--- src/rtl/nbr_mbox_pkg.sv ---
package nbr_mbox_pkg;
  // Strobes the control half sends to the datapath half of one mailbox.
  typedef struct packed {
    logic load;   // capture the deposit word
  } mboxStrb_t;

  localparam int SIDES = 2;  // lower side index 0, upper side index 1
endpackage

--- src/rtl/mboxCtrl.sv ---
module mboxCtrl
  import nbr_mbox_pkg::*;
(
  input  logic      clk,
  input  logic      rstN,
  input  logic      wrEn,
  input  logic      wrCond,
  input  logic      rdEn,
  input  logic      rdAck,
  output logic      wrAck,
  output logic      rdNew,
  output logic      irq,
  output mboxStrb_t strb
);
  logic full;      // word deposited and not yet released
  logic fresh;     // word not yet looked at
  logic relNow;
  logic accept;

  // A release in this cycle frees the slot before the deposit is judged.
  assign relNow = rdEn & rdAck;
  assign accept = wrEn & (~wrCond | ~full | relNow);

  assign wrAck     = accept;
  assign rdNew     = rdEn & fresh;
  assign strb.load = accept;

  always_ff @(posedge clk) begin
    if (!rstN) begin
      full  <= 1'b0;
      fresh <= 1'b0;
      irq   <= 1'b0;
    end else begin
      irq <= accept;
      if (accept)      full <= 1'b1;
      else if (relNow) full <= 1'b0;
      if (accept)      fresh <= 1'b1;
      else if (rdEn)   fresh <= 1'b0;
    end
  end

  // without a release and without a deposit the slot stays occupied
  p_hold_full_r6: assert property (@(posedge clk) disable iff (!rstN)
    full && !relNow && !accept |=> full);
  // a guarded deposit into an occupied slot without release is refused
  p_refuse_guarded_r4: assert property (@(posedge clk) disable iff (!rstN)
    full && !relNow && wrEn && wrCond |-> !wrAck);
  // interrupt follows every accepted deposit
  p_irq_after_accept_r8: assert property (@(posedge clk) disable iff (!rstN)
    wrAck |=> irq);
  // no interrupt without a deposit in the cycle before
  p_irq_only_after_accept_r8: assert property (@(posedge clk) disable iff (!rstN)
    !wrAck |=> !irq);
  // a look with no deposit leaves the word stale
  p_fresh_clears_r3: assert property (@(posedge clk) disable iff (!rstN)
    rdEn && !wrAck |=> !fresh);
  // a plain deposit is never refused
  p_plain_accepted_r7: assert property (@(posedge clk) disable iff (!rstN)
    wrEn && !wrCond |-> wrAck);
endmodule

--- src/rtl/mboxData.sv ---
module mboxData
  import nbr_mbox_pkg::*;
#(
  parameter int DATA_W = 32
) (
  input  logic              clk,
  input  logic              rstN,
  input  mboxStrb_t         strb,
  input  logic [DATA_W-1:0] wrData,
  output logic [DATA_W-1:0] rdData
);
  logic [DATA_W-1:0] word;

  always_ff @(posedge clk) begin
    if (!rstN)          word <= '0;
    else if (strb.load) word <= wrData;
  end

  assign rdData = word;

  // the captured word is the one presented with the load strobe
  p_load_word_r2: assert property (@(posedge clk) disable iff (!rstN)
    strb.load |=> rdData == $past(wrData));
  // without a load the word does not move
  p_word_stable_r4: assert property (@(posedge clk) disable iff (!rstN)
    !strb.load |=> $stable(rdData));
endmodule

--- src/rtl/mboxLatch.sv ---
module mboxLatch
  import nbr_mbox_pkg::*;
#(
  parameter int DATA_W = 32
) (
  input  logic              clk,
  input  logic              rstN,
  input  logic              wrEn,
  input  logic              wrCond,
  input  logic [DATA_W-1:0] wrData,
  output logic              wrAck,
  input  logic              rdEn,
  input  logic              rdAck,
  output logic [DATA_W-1:0] rdData,
  output logic              rdNew,
  output logic              irq
);
  mboxStrb_t strb;

  mboxCtrl u_ctrl (
    .clk(clk), .rstN(rstN), .wrEn(wrEn), .wrCond(wrCond),
    .rdEn(rdEn), .rdAck(rdAck), .wrAck(wrAck), .rdNew(rdNew),
    .irq(irq), .strb(strb)
  );

  mboxData #(.DATA_W(DATA_W)) u_data (
    .clk(clk), .rstN(rstN), .strb(strb), .wrData(wrData), .rdData(rdData)
  );
endmodule

--- src/rtl/nbrMailboxLink.sv ---
module nbrMailboxLink
  import nbr_mbox_pkg::*;
#(
  parameter int DATA_W = 32
) (
  input  logic              clk,
  input  logic              rstN,
  input  logic              loWrEn,
  input  logic              loWrCond,
  input  logic [DATA_W-1:0] loWrData,
  output logic              loWrAck,
  input  logic              loRdEn,
  input  logic              loRdAck,
  output logic [DATA_W-1:0] loRdData,
  output logic              loRdNew,
  output logic              loIrq,
  input  logic              hiWrEn,
  input  logic              hiWrCond,
  input  logic [DATA_W-1:0] hiWrData,
  output logic              hiWrAck,
  input  logic              hiRdEn,
  input  logic              hiRdAck,
  output logic [DATA_W-1:0] hiRdData,
  output logic              hiRdNew,
  output logic              hiIrq
);
  // Per-side vectors, index = side (0 lower, 1 upper).
  logic [SIDES-1:0]  wrEnS, wrCondS, wrAckS, rdEnS, rdAckS, rdNewS, irqS;
  logic [DATA_W-1:0] wrDataS [SIDES];
  logic [DATA_W-1:0] rdDataS [SIDES];

  assign wrEnS   = {hiWrEn, loWrEn};
  assign wrCondS = {hiWrCond, loWrCond};
  assign rdEnS   = {hiRdEn, loRdEn};
  assign rdAckS  = {hiRdAck, loRdAck};
  assign wrDataS[0] = loWrData;
  assign wrDataS[1] = hiWrData;

  // Mailbox d is written by side d and read by the opposite side.
  for (genvar d = 0; d < SIDES; d++) begin : g_dir
    localparam int RD = SIDES - 1 - d;
    mboxLatch #(.DATA_W(DATA_W)) u_latch (
      .clk(clk), .rstN(rstN),
      .wrEn(wrEnS[d]), .wrCond(wrCondS[d]), .wrData(wrDataS[d]),
      .wrAck(wrAckS[d]),
      .rdEn(rdEnS[RD]), .rdAck(rdAckS[RD]),
      .rdData(rdDataS[RD]), .rdNew(rdNewS[RD]), .irq(irqS[RD])
    );
  end

  assign loWrAck  = wrAckS[0];
  assign hiWrAck  = wrAckS[1];
  assign loRdData = rdDataS[0];
  assign hiRdData = rdDataS[1];
  assign loRdNew  = rdNewS[0];
  assign hiRdNew  = rdNewS[1];
  assign loIrq    = irqS[0];
  assign hiIrq    = irqS[1];

  // a deposit from the lower side never disturbs what the lower side reads
  p_dir_isolated_r10: assert property (@(posedge clk) disable iff (!rstN)
    !hiWrAck |=> $stable(loRdData));
  // and likewise for the upper side
  p_dir_isolated_hi_r10: assert property (@(posedge clk) disable iff (!rstN)
    !loWrAck |=> $stable(hiRdData));
endmodule

--- config.mk ---
export PLATFORM = sky130hd
export DESIGN_NAME = nbrMailboxLink
export DESIGN_NICKNAME = d
export VERILOG_FILES = /design/src/rtl/nbr_mbox_pkg.sv /design/src/rtl/mboxCtrl.sv /design/src/rtl/mboxData.sv /design/src/rtl/mboxLatch.sv /design/src/rtl/nbrMailboxLink.sv
export SDC_FILE = /design/constraint.sdc
export NUM_CORES = 1
export LEC_CHECK = 0
export BUFFER_PORTS_ARGS = -buffer_cell sky130_fd_sc_hd__buf_4
export CORE_ASPECT_RATIO = 0.6
export CORE_MARGIN = 4
export CORE_UTILIZATION = 41
export DETAILED_ROUTE_END_ITERATION = 8
export PLACE_DENSITY = 0.76
export SYNTH_ARGS = -nofsm -noshare
export SYNTH_HDL_FRONTEND = slang
export SYNTH_SLANG_ARGS = --single-unit
export TNS_END_PERCENT = 20
--- constraint.sdc ---
create_clock -name clk -period 1.1 [get_ports clk]
set_clock_uncertainty 0.05 [all_clocks]
set_input_delay 0.055 -clock clk [delete_from_list [all_inputs] [get_ports clk]]
set_output_delay 0.055 -clock clk [all_outputs]
set_load 0.05 [all_outputs]
==> metrics <==
fraction of the mapped netlist area in adder cells 0%; Root Buffer Master clkbuf_16; CP delay by family, top compound AO/OA/AOI/OAI gates; Yosys top cell area share 49.4%; Netlist cell types 14; die area around 8400 um^2; initial antenna violation count 0; clock-pin slew on the worst setup and hold paths roughly 0.05 ns; FMAX 769 MHz; number of DRC markers in iteration 0 between 90 and 100; Cell Area, Synth between 2000 and 3000 um^2; CP Max Fanout 2; Power per Cell Area between 1000 and 1500 nW/um^2; post-synthesis sequential area ratio 49.4%; area of the multi-input gates between 1000 and 1500 um^2; Crit path required time 1.00 ns; dpl hpwl 4.91 mm; worst setup margin -0.200 ns; crit path launch type register; Avg WL per Cell 14.4 um; Initial Util roughly 42%; number of I/O pins ~140; HP Start hiRdAck; Die W 115 um; outcome finished, violations left; gr usage total 20.2%; Slew Limit Headroom 77.8%; CORE AREA around 6700 um^2; # rows 23; port bufs 143; met1 wire length about 3.8 mm; Routed Antenna Nets 0; CP bufs+invs 2; ranking of synthesized cells by area dfxtp_1, mux2i_1, nand2_1; largest family of logic cells by synthesized area multiplexers; xor and xnor area share after synthesis 0%; share of layout cells above drive strength 1 around a third; clock sink count 70; Max H-tree Level 3; WHS Endpoint g_dir[0].u_latch.u_ctrl.full; Tmin final 1.30 ns; Yosys reg bits 70; mean cell area of the mapped netlist 9.49 um^2; highest metal used met4; Cells after DPL a little over 500; crit path cell chain a21boi_4 -> a21boi_4 -> buf_6 -> buf_8; Final Wtd Congestion 0.761; total gr overflow 0; CTS max path bufs 2; Place WS -0.120 ns; CP arrival about 1.2 ns; Layout area overhead 80.1%; Worst-Margin Slew ~0.33 ns; reg2reg start g_dir[1].u_latch.u_ctrl.full; largest area contributor in the netlist dfxtp_1; DR pass1 iterations 4; Cell Area, Placed between 3000 and 4000 um^2; Max IR drop VDD 0.000787 V; Final Hold Viols 0; Crit Path Category reg -> out; die outline height 72.4 um; met2 WL between 4 and 5 mm; Final Max Slew Viols 0; Met3 Wirelength approximately 730 um; CP most frequent cell a21boi_4; Post-Synthesis Cells ~300; CP peak stage delay 0.30 ns; final std cells w/o fill 604; Hold Crit Depth 3; setup violators final 69; Layout Nets between 500 and 600; first-pass GRT wire length approximately 13 mm; mux cell area share after synthesis between 20% and 30%; Worst setup EP type primary output; fin crit share 118%; residual DRC count 0; FF/Latch Area between 1000 and 1500 um^2; reg-to-reg critical path endpoint g_dir[1].u_latch.u_data.rdData[1]; fill count ~450; yosys warns 0; leakage about 2.5 nW; design area about 5000 um^2; Critical Path Slowest Stage Cell dfxtp_1; max_cap viols 0; syn nets between 300 and 400; Synth Area in Simple Gates between 10% and 20%; Clk Latency, worst-skew pair approximately 0.31 ns; CTS buffer count 9; Fin Hold WS around 0.052 ns; Compound-Gate Fraction of Synth Area between 2 and 3%; vias in the first global route about 2900; RSZ-0062 raised after global routing yes; Ant. Diodes 0; WL final around 8.7 mm; Via density approximately 4.5; reg2reg setup slack -0.18 ns; Worst Hold Class in -> reg; pin count of the biggest net entering global routing 83; Via Count approximately 2700; failing checks setup timing; Worst R2R Path Depth 5; TritonCTS clock tree done
[timing repair]
action                                 4_1_cts  5_1_grt
gates cloned                                 2        3
hold buffers                                66        0
buffers inserted                             4        0
setup endpoints to repair                   66       71
endpoints found under the hold margin       66        0
pin swaps                                    2        2
gates resized for setup                     12        7
[power breakdown]
group          switching (W)  internal (W)  total (W)
Clock                0.00102       0.00158    0.00259
Combinational        0.00106      0.000848    0.00190
Sequential         0.0000935       0.00271    0.00281
[Yosys cell counts]
cell      number
buf_12         4
buf_4          1
nand2_1      128
o21a_1         4
buf_8          2
and2_1         4
buf_2          7
and2b_1        1
clkbuf_1       7
nor2b_1        1
a21boi_2       4
buf_6          2
mux2i_1       64
dfxtp_1       70
[layout make-up]
type,count,area share [%]
clock buffer,12,4.82
clock inverter,4,0.441
multi-input combinational,206,24.8
sequential,70,27.4
tap,87,2.13
timing repair buffer,225,40.4
[sequential cells by signal (all words and copies together), names as in the netlist]
name and cells:
g_dir.u_latch.u_data.rdData 64, g_dir.u_latch.u_ctrl.irq 2, g_dir.u_latch.u_ctrl.fresh 2, g_dir.u_latch.u_ctrl.full 2
[metal layers]
| layer | GRT usage (%) | vias up |
|---|---|---|
| li1 | - | 1384 |
| met1 | 23.9 | 1235 |
| met2 | 34.5 | 100 |
| met3 | 7.08 | 11 |
| met4 | 6.51 | 0 |
| met5 | 0 | - |
[worst reg2reg max path: cells and delay by family (launching register included)]
family	cells	cell delay [ns]
buffers and inverters	2	0.32
AOI/OAI and AO/OA	2	0.31
DFF	1	0.30
muxes	1	0.23
[through the flow]
step           TNS, ns  total power (W)  util (%)
3_5_place_dp     -4.89          0.00442      58.9
2_1_floorplan    -2.56          0.00388         -
5_1_grt         -10.88          0.00763      76.2
6_report         -7.60          0.00730      76.2
3_3_place_gp     -2.88          0.00439      58.9
4_1_cts          -9.72          0.00728      74.7
[worst max-delay path by stage]
stage                                 startpoint  cells after the start                                 end  slack, ns
floorplan           g_dir[0].u_latch.u_ctrl.full                      5  g_dir[0].u_latch.u_data.rdData[10]      -0.08
global placement    g_dir[0].u_latch.u_ctrl.full                      4  g_dir[0].u_latch.u_data.rdData[18]      -0.06
detailed placement  g_dir[1].u_latch.u_ctrl.full                      4   g_dir[1].u_latch.u_data.rdData[1]      -0.12
CTS                 g_dir[0].u_latch.u_ctrl.full                      4                             loWrAck      -0.21
global route        g_dir[1].u_latch.u_ctrl.full                      4                             hiWrAck      -0.24
finish              g_dir[1].u_latch.u_ctrl.full                      4                             hiWrAck      -0.20
[kinds of logic (layout without fill, tap and decap cells)]
logic type / after synthesis / after routing
compound gates: 8 / 8
buf+inv: 23 / 241
flops: 70 / 70
mux: 64 / 64
simple gates: 134 / 134
[placed cells by master (no fill, tap or decap), drive strengths merged]
cell type / n
clkinvlp: 1
nand2: 128
and2: 4
dfxtp: 70
and2b: 1
a21boi: 4
o21a: 4
mux2i: 64
dlygate4sd3: 66
nor2b: 1
clkinv: 3
buf: 156
clkbuf: 15
(Power assumes the default switching activity.)
